$ cat config.mk
export PLATFORM = sky130hd
export DESIGN_NAME = seu_cfg_bank
export DESIGN_NICKNAME = d
export VERILOG_FILES = /design/src/rtl/seu_bank_pkg.sv /design/src/rtl/seu_tmr_word.sv /design/src/rtl/seu_upset_counter.sv /design/src/rtl/seu_status_collect.sv /design/src/rtl/seu_cfg_bank.sv
export SDC_FILE = /design/constraint.sdc
export NUM_CORES = 1
export LEC_CHECK = 0
export ABC_AREA = 1
export BUFFER_PORTS_ARGS = -buffer_cell sky130_fd_sc_hd__clkbuf_2
export CAP_MARGIN = 25
export CORE_MARGIN = 1
export CORE_UTILIZATION = 45
export DETAILED_ROUTE_END_ITERATION = 8
export SETUP_SLACK_MARGIN = 0.2
export SLEW_MARGIN = 30
export SYNTH_ARGS = -nofsm -noshare
export SYNTH_HDL_FRONTEND = slang
export SYNTH_SLANG_ARGS = --single-unit
export TNS_END_PERCENT = 10
$ cat constraint.sdc
create_clock -name clk -period 1.66 [get_ports clk]
set_input_delay 0.166 -clock clk [delete_from_list [all_inputs] [get_ports clk]]
set_output_delay 0.166 -clock clk [all_outputs]
set_load 0.005 [all_outputs]
$ cat src/rtl/seu_bank_pkg.sv
package seu_bank_pkg;
   localparam int STATUS_W = 32;
   localparam int SAT_BIT  = 31;

   typedef enum logic [1:0] {
      AK_CFG    = 2'd0,
      AK_STATUS = 2'd1,
      AK_COUNT  = 2'd2,
      AK_NONE   = 2'd3
   } addr_kind_e;

   function automatic addr_kind_e classify(input int unsigned a, input int unsigned n);
      if (a < n)           return AK_CFG;
      else if (a == n)     return AK_STATUS;
      else if (a == n + 1) return AK_COUNT;
      else                 return AK_NONE;
   endfunction
endpackage

$ cat src/rtl/seu_tmr_word.sv
module seu_tmr_word #(
   parameter int         W          = 16,
   parameter bit         ODD_PARITY = 1'b0,
   parameter logic [W-1:0] RST_VAL  = '0
) (
   input  logic         clk,
   input  logic         rst_n,
   input  logic         wr_en,
   input  logic [W-1:0] wr_data,
   input  logic         flip_en,
   input  logic [2:0]   flip_mask,
   input  logic         flip_par,
   input  logic [W-1:0] flip_bits,
   output logic [W-1:0] voted,
   output logic         disagree,
   output logic         par_bad
);
   localparam bit RST_PAR = ODD_PARITY ? ~(^RST_VAL) : (^RST_VAL);

   logic [W-1:0] cp0, cp1, cp2;
   logic         par_q;
   logic         wr_par, vote_par;

   for (genvar k = 0; k < 3; k++) begin : g_copy
      logic [W-1:0] q;
      always_ff @(posedge clk or negedge rst_n) begin
         if (!rst_n)                        q <= RST_VAL;
         else if (wr_en)                    q <= wr_data;
         else if (flip_en && flip_mask[k])  q <= voted ^ flip_bits;
         else                               q <= voted;
      end
   end

   assign cp0 = g_copy[0].q;
   assign cp1 = g_copy[1].q;
   assign cp2 = g_copy[2].q;

   assign voted    = (cp0 & cp1) | (cp1 & cp2) | (cp0 & cp2);
   assign disagree = |((cp0 ^ cp1) | (cp1 ^ cp2));

   if (ODD_PARITY) begin : g_odd
      assign wr_par   = ~(^wr_data);
      assign vote_par = ~(^voted);
   end else begin : g_even
      assign wr_par   = ^wr_data;
      assign vote_par = ^voted;
   end

   always_ff @(posedge clk or negedge rst_n) begin
      if (!rst_n)                     par_q <= RST_PAR;
      else if (wr_en)                 par_q <= wr_par;
      else if (flip_en && flip_par)   par_q <= ~par_q;
   end

   assign par_bad = (vote_par != par_q);
endmodule

$ cat src/rtl/seu_upset_counter.sv
module seu_upset_counter #(
   parameter int W = 8
) (
   input  logic         clk,
   input  logic         rst_n,
   input  logic         hit,
   output logic [W-1:0] count,
   output logic         saturated
);
   localparam logic [W-1:0] MAXV = {W{1'b1}};

   assign saturated = (count == MAXV);

   always_ff @(posedge clk or negedge rst_n) begin
      if (!rst_n)                 count <= '0;
      else if (hit && !saturated) count <= count + W'(1);
   end
endmodule

$ cat src/rtl/seu_status_collect.sv
module seu_status_collect import seu_bank_pkg::*; #(
   parameter int N = 8
) (
   input  logic                clk,
   input  logic                rst_n,
   input  logic [N-1:0]        par_bad,
   input  logic [N-1:0]        wr_hit,
   input  logic                clr,
   input  logic                sat,
   output logic [STATUS_W-1:0] status,
   output logic                any_err
);
   localparam int PAD = STATUS_W - 1 - N;

   logic [N-1:0] flags_q, seen_q, rise;

   assign rise = par_bad & ~seen_q;

   always_ff @(posedge clk or negedge rst_n) begin
      if (!rst_n) begin
         flags_q <= '0;
         seen_q  <= '0;
      end else begin
         seen_q  <= par_bad;
         flags_q <= (flags_q | rise) & ~(wr_hit | {N{clr}});
      end
   end

   assign status  = {sat, {PAD{1'b0}}, flags_q};
   assign any_err = |status;
endmodule

$ cat src/rtl/seu_cfg_bank.sv
module seu_cfg_bank import seu_bank_pkg::*; #(
   parameter int NUM_REGS   = 8,
   parameter int REG_W      = 16,
   parameter int CNT_W      = 8,
   parameter bit ODD_PARITY = 1'b0,
   parameter int ADDR_W     = $clog2(NUM_REGS + 2),
   parameter int BIT_W      = (REG_W > 1) ? $clog2(REG_W) : 1
) (
   input  logic                      clk,
   input  logic                      rst_n,
   input  logic                      wr_en,
   input  logic [ADDR_W-1:0]         wr_addr,
   input  logic [REG_W-1:0]          wr_data,
   input  logic [ADDR_W-1:0]         rd_addr,
   output logic [STATUS_W-1:0]       rd_data,
   input  logic                      clr_flags,
   input  logic                      inj_en,
   input  logic [ADDR_W-1:0]         inj_addr,
   input  logic [BIT_W-1:0]          inj_bit,
   input  logic [2:0]                inj_copies,
   input  logic                      inj_parity,
   output logic [NUM_REGS*REG_W-1:0] cfg_out,
   output logic                      err_o
);
   if (NUM_REGS < 1 || NUM_REGS > 30) begin : g_bad_regs
      $error("NUM_REGS must lie in 1..30");
   end
   if (REG_W < 1 || REG_W > 32) begin : g_bad_width
      $error("REG_W must lie in 1..32");
   end
   if (CNT_W < 1 || CNT_W > 31) begin : g_bad_cnt
      $error("CNT_W must lie in 1..31");
   end
   if ((2 ** ADDR_W) < NUM_REGS + 2) begin : g_bad_addr
      $error("ADDR_W too small for the address map");
   end

   logic [NUM_REGS-1:0] wr_hit, inj_hit, disagree_w, par_bad_w;
   logic [REG_W-1:0]    voted_w [NUM_REGS];
   logic [REG_W-1:0]    flip_bits;
   logic                any_mismatch;
   logic [CNT_W-1:0]    cnt_w;
   logic                cnt_sat;
   logic [STATUS_W-1:0] status_w;

   assign flip_bits = REG_W'(1) << inj_bit;

   for (genvar i = 0; i < NUM_REGS; i++) begin : g_word
      assign wr_hit[i]  = wr_en  && (wr_addr  == ADDR_W'(i));
      assign inj_hit[i] = inj_en && (inj_addr == ADDR_W'(i));

      seu_tmr_word #(
         .W          (REG_W),
         .ODD_PARITY (ODD_PARITY),
         .RST_VAL    ('0)
      ) u_word (
         .clk       (clk),
         .rst_n     (rst_n),
         .wr_en     (wr_hit[i]),
         .wr_data   (wr_data),
         .flip_en   (inj_hit[i]),
         .flip_mask (inj_copies),
         .flip_par  (inj_parity),
         .flip_bits (flip_bits),
         .voted     (voted_w[i]),
         .disagree  (disagree_w[i]),
         .par_bad   (par_bad_w[i])
      );

      assign cfg_out[i*REG_W +: REG_W] = voted_w[i];
   end

   assign any_mismatch = |disagree_w;

   seu_upset_counter #(.W(CNT_W)) u_cnt (
      .clk       (clk),
      .rst_n     (rst_n),
      .hit       (any_mismatch),
      .count     (cnt_w),
      .saturated (cnt_sat)
   );

   seu_status_collect #(.N(NUM_REGS)) u_stat (
      .clk     (clk),
      .rst_n   (rst_n),
      .par_bad (par_bad_w),
      .wr_hit  (wr_hit),
      .clr     (clr_flags),
      .sat     (cnt_sat),
      .status  (status_w),
      .any_err (err_o)
   );

   always_comb begin
      rd_data = '0;
      unique case (classify(int'(rd_addr), NUM_REGS))
         AK_CFG: begin
            for (int i = 0; i < NUM_REGS; i++)
               if (rd_addr == ADDR_W'(i)) rd_data = STATUS_W'(voted_w[i]);
         end
         AK_STATUS: rd_data = status_w;
         AK_COUNT:  rd_data = STATUS_W'(cnt_w);
         default:   rd_data = '0;
      endcase
   end
endmodule

==> impl_metrics.ini <==
[clocking]
cts_buffers = 50
cts_tree = done
worstSkewPairLatency_ns = 0.60
h-tree-depth = 2
clock-sinks = 416
cts.root.buffer_cell = sky130_fd_sc_hd__clkbuf_16
ctsLongestPathBuffers = 3
path_clk_slew_ns = 0.06

[routing]
drt_pre_antenna_iters = 6
post_drt_wl_per_cell_um = 19.1
routed_wl_um = 106000
ant_nets = 0
initialDrtViolationCount = 2379
post_drt_via_cell_ratio = 5.31
drc_errors = 0
routed-via-count = 29400

[timing]
fin_setup_tns_ns = -41.16
max_freq_mhz = 391
fin_ws_ns = -0.896
setup-violations-final = 180
fraction_of_the_cycle_the_final_worst_path_needs_pct = 154
period_needed_ns = 2.56
worst_slew_pin_slew_ns = 0.702
worst_relative_slew_slack_pct = 53.1
fin_worst_skew_ns = 0.0216
slew_viol_final = 0
timing_hold_violations_final = 0
grt_setup_unrepaired = yes

[worst_setup_path]
criticalPathCategory = register to primary output
regToRegStartpoint = g_word[0].u_word.cp1[3]$_DFF_PN0_
cp-end-kind = primary output
timing.critical_path.required_ns = 1.49
path_cells = ha_2 -> inv_2 -> nand3_2 -> inv_2 -> buf_6 -> o22ai_4 -> o22ai_2 -> buf_4 -> o211ai_1 -> o21ai_1 -> nand2_1 -> nand2_1 -> nand2_2 -> clkbuf_2
worstSetupStartpoint = g_word[1].u_word.cp2[4]$_DFF_PN0_
crit_arrival_ns = 2.39
startpoint_type = register
regToRegSetupSlack_ns = -0.58
worstPathMaxFanout = 2
worst_path_max_delay_cell = sky130_fd_sc_hd__dfrtp_1
cpPeakStageDelay_ns = 0.38
worst-r2r-cell-count = 18
r2r-end = u_stat.seen_q[0]$_DFF_PN0_
timing.critical_path.to = rd_data[4]

[pwr]
p_leak_nw = 19.5
peakVddDrop_mv = 0.726
pwr_density_mw_per_mm2 = 678
design_power_total_w = 0.0269

[synth]
netlist_area_mm2 = 0.0291
ys_ff_latch = 416
synth_sequential_area_ratio_pct = 35.7
unique_cell_type_count_in_the_yosys_netlist = 41
synthesis.yosys.warnings = 0
avgSynthCellArea_um2 = 7.28
syn_inst = 4001

[global_route]
grt_overflow_total = 0
grt_max_degree = 67
first_global_vias = 26900
grt_use_total_pct = 31.6
grt_antenna_before_repair = 4
grt_pass1_wl_um = 156000

[die]
die_width_um = 256
fp-row-count = 92
die_h_um = 256
ios = 202
dieArea_mm2 = 0.0657
core_mm2 = 0.0635
initial_core_util_pct = 45.8

[finish]
final_net_count = 4956
drive_gt1_share_pct = 32.2
layout.core_utilization_pct = 62.4
num-fill-cells = 5662
synth_to_layout_area_growth_pct = 36.2

[place]
place.gp.congestion = 1.02
placement.io_buffers = 186
dp.final_hpwl_um = 77500

[outcome]
failed_checks = negative setup slack
run_status = finished with violations

[worst_hold_path]
min-delay-path-class = primary input to register
hp-start = clr_flags

[job]
max_cap_violations = 0
-- synthesized netlist by cell type (all sizes together) --
master / count / area (um2)
ha: 257 / 3220
nor3b: 1 / 12.5
nor3: 9 / 81.3
nand3: 167 / 876
o22ai: 37 / 238
o221ai: 1 / 8.76
nand4: 33 / 253
o21ai: 820 / 4100
o2111ai: 7 / 61.3
xnor2: 85 / 778
dfrtp: 416 / 10400
clkbuf: 110 / 423
buf: 58 / 404
nor4: 2 / 12.5
nor2: 317 / 1260
inv: 462 / 1730
conb: 1 / 3.75
nand2: 1076 / 4070
nand3b: 1 / 7.51
a21oi: 21 / 105
and2: 1 / 6.26
o211ai: 3 / 22.5
xor2: 115 / 1020
a22oi: 1 / 7.51
-- sequential cells by signal, indices dropped and copies added, names as in the netlist --
name / flops
u_stat.seen_q: 8
g_word.u_word.cp2: 128
g_word.u_word.par_q: 8
u_stat.flags_q: 8
u_cnt.count: 8
g_word.u_word.cp1: 128
g_word.u_word.cp0: 128
-- what timing repair did --
| action | CTS | global route |
|---|---|---|
| hold buffers | 1 | 0 |
| hold endpoints to repair | 416 | 0 |
| gates resized for setup | 455 | 353 |
| pin swaps | 145 | 159 |
| endpoints found under the setup margin | 508 | 551 |
| setup buffers | 41 | 42 |
-- placed cells by master (no fill, tap or decap), types with 67 or more instances in the layout --
cell type | synthesis | layout
sky130_fd_sc_hd__o21ai_0 | 780 | 758
sky130_fd_sc_hd__xnor2_1 | 82 | 67
sky130_fd_sc_hd__nand3_2 | 8 | 75
sky130_fd_sc_hd__nand2_2 | 14 | 79
sky130_fd_sc_hd__buf_4 | 33 | 461
sky130_fd_sc_hd__nor2_1 | 307 | 267
sky130_fd_sc_hd__inv_1 | 449 | 282
sky130_fd_sc_hd__ha_1 | 257 | 147
sky130_fd_sc_hd__ha_2 | 0 | 110
sky130_fd_sc_hd__inv_2 | 13 | 159
sky130_fd_sc_hd__xor2_1 | 113 | 102
sky130_fd_sc_hd__dfrtp_1 | 416 | 416
sky130_fd_sc_hd__buf_6 | 5 | 82
sky130_fd_sc_hd__nand2_1 | 1062 | 985
sky130_fd_sc_hd__clkbuf_2 | 8 | 177
-- per-stage QoR --
step / setup slack [ns] / cell area [um2] / instances / hold WS, ns
floorplan: -0.0472 / 29200 / 4015 / -0.130
global placement: -0.645 / 34600 / 5368 / 0.108
detailed placement: -0.664 / 34600 / 5368 / 0.111
CTS: -0.886 / 38200 / 5500 / 0.0369
global route: -0.982 / 39700 / 5542 / 0.0644
finish: -0.896 / 39700 / 5544 / 0.0782
-- cell families after synthesis --
family,share of synthesized area [%]
simple gates,22.6
compound gates,15.6
buf+inv,8.80
flops,35.7
fa+ha+maj,11.0
xor+xnor,6.18
other cells,0.0129
-- power breakdown --
part / internal (W) / total (W) / switching [W]
logic: 0.00168 / 0.00449 / 0.00282
registers: 0.0106 / 0.0109 / 0.000351
clock network: 0.00698 / 0.0115 / 0.00447
-- layer usage --
metal  track usage [%]  wire [um]  vias to the layer above
met3              4.43       8310                      233
li1                  -          -                    14300
met1              40.4      42600                    13800
met2              52.4      49300                     1125
met5                 0         17                        -
met4              15.7       5820                        4
-- worst max-delay path: cells and delay by family (launching register included) --
family                     cells  cell delay, ns
buffers and inverters          5            0.53
DFF                            1            0.38
AOI/OAI and AO/OA              4            0.38
and+or+nand+nor                4            0.33
adders and majority gates      1            0.19
-- cell type report --
| class | count | area (um2) | share of cell area (%) |
|---|---|---|---|
| Clock inverter | 20 | 239 | 0.603 |
| Sequential cell | 416 | 10400 | 26.2 |
| Timing Repair Buffer | 759 | 6020 | 15.2 |
| Clock buffer | 70 | 1490 | 3.75 |
| Tap cell | 846 | 1060 | 2.67 |
| Multi-Input combinational cell | 2969 | 18700 | 47.0 |
| Inverter | 462 | 1790 | 4.51 |
| Antenna cell | 2 | 5.00 | 0.0126 |
-- worst min-delay path by stage --
stage	end	cells past startpoint
after floorplan	g_word[0].u_word.cp0[0]$_DFF_PN0_	0
after global placement	g_word[6].u_word.cp1[10]$_DFF_PN0_	1
after detailed placement	g_word[6].u_word.cp0[10]$_DFF_PN0_	1
after CTS	u_stat.flags_q[0]$_DFF_PN0_	4
after global routing	u_stat.flags_q[0]$_DFF_PN0_	4
final	u_stat.flags_q[0]$_DFF_PN0_	4
Power figures use the tool's default switching activity.
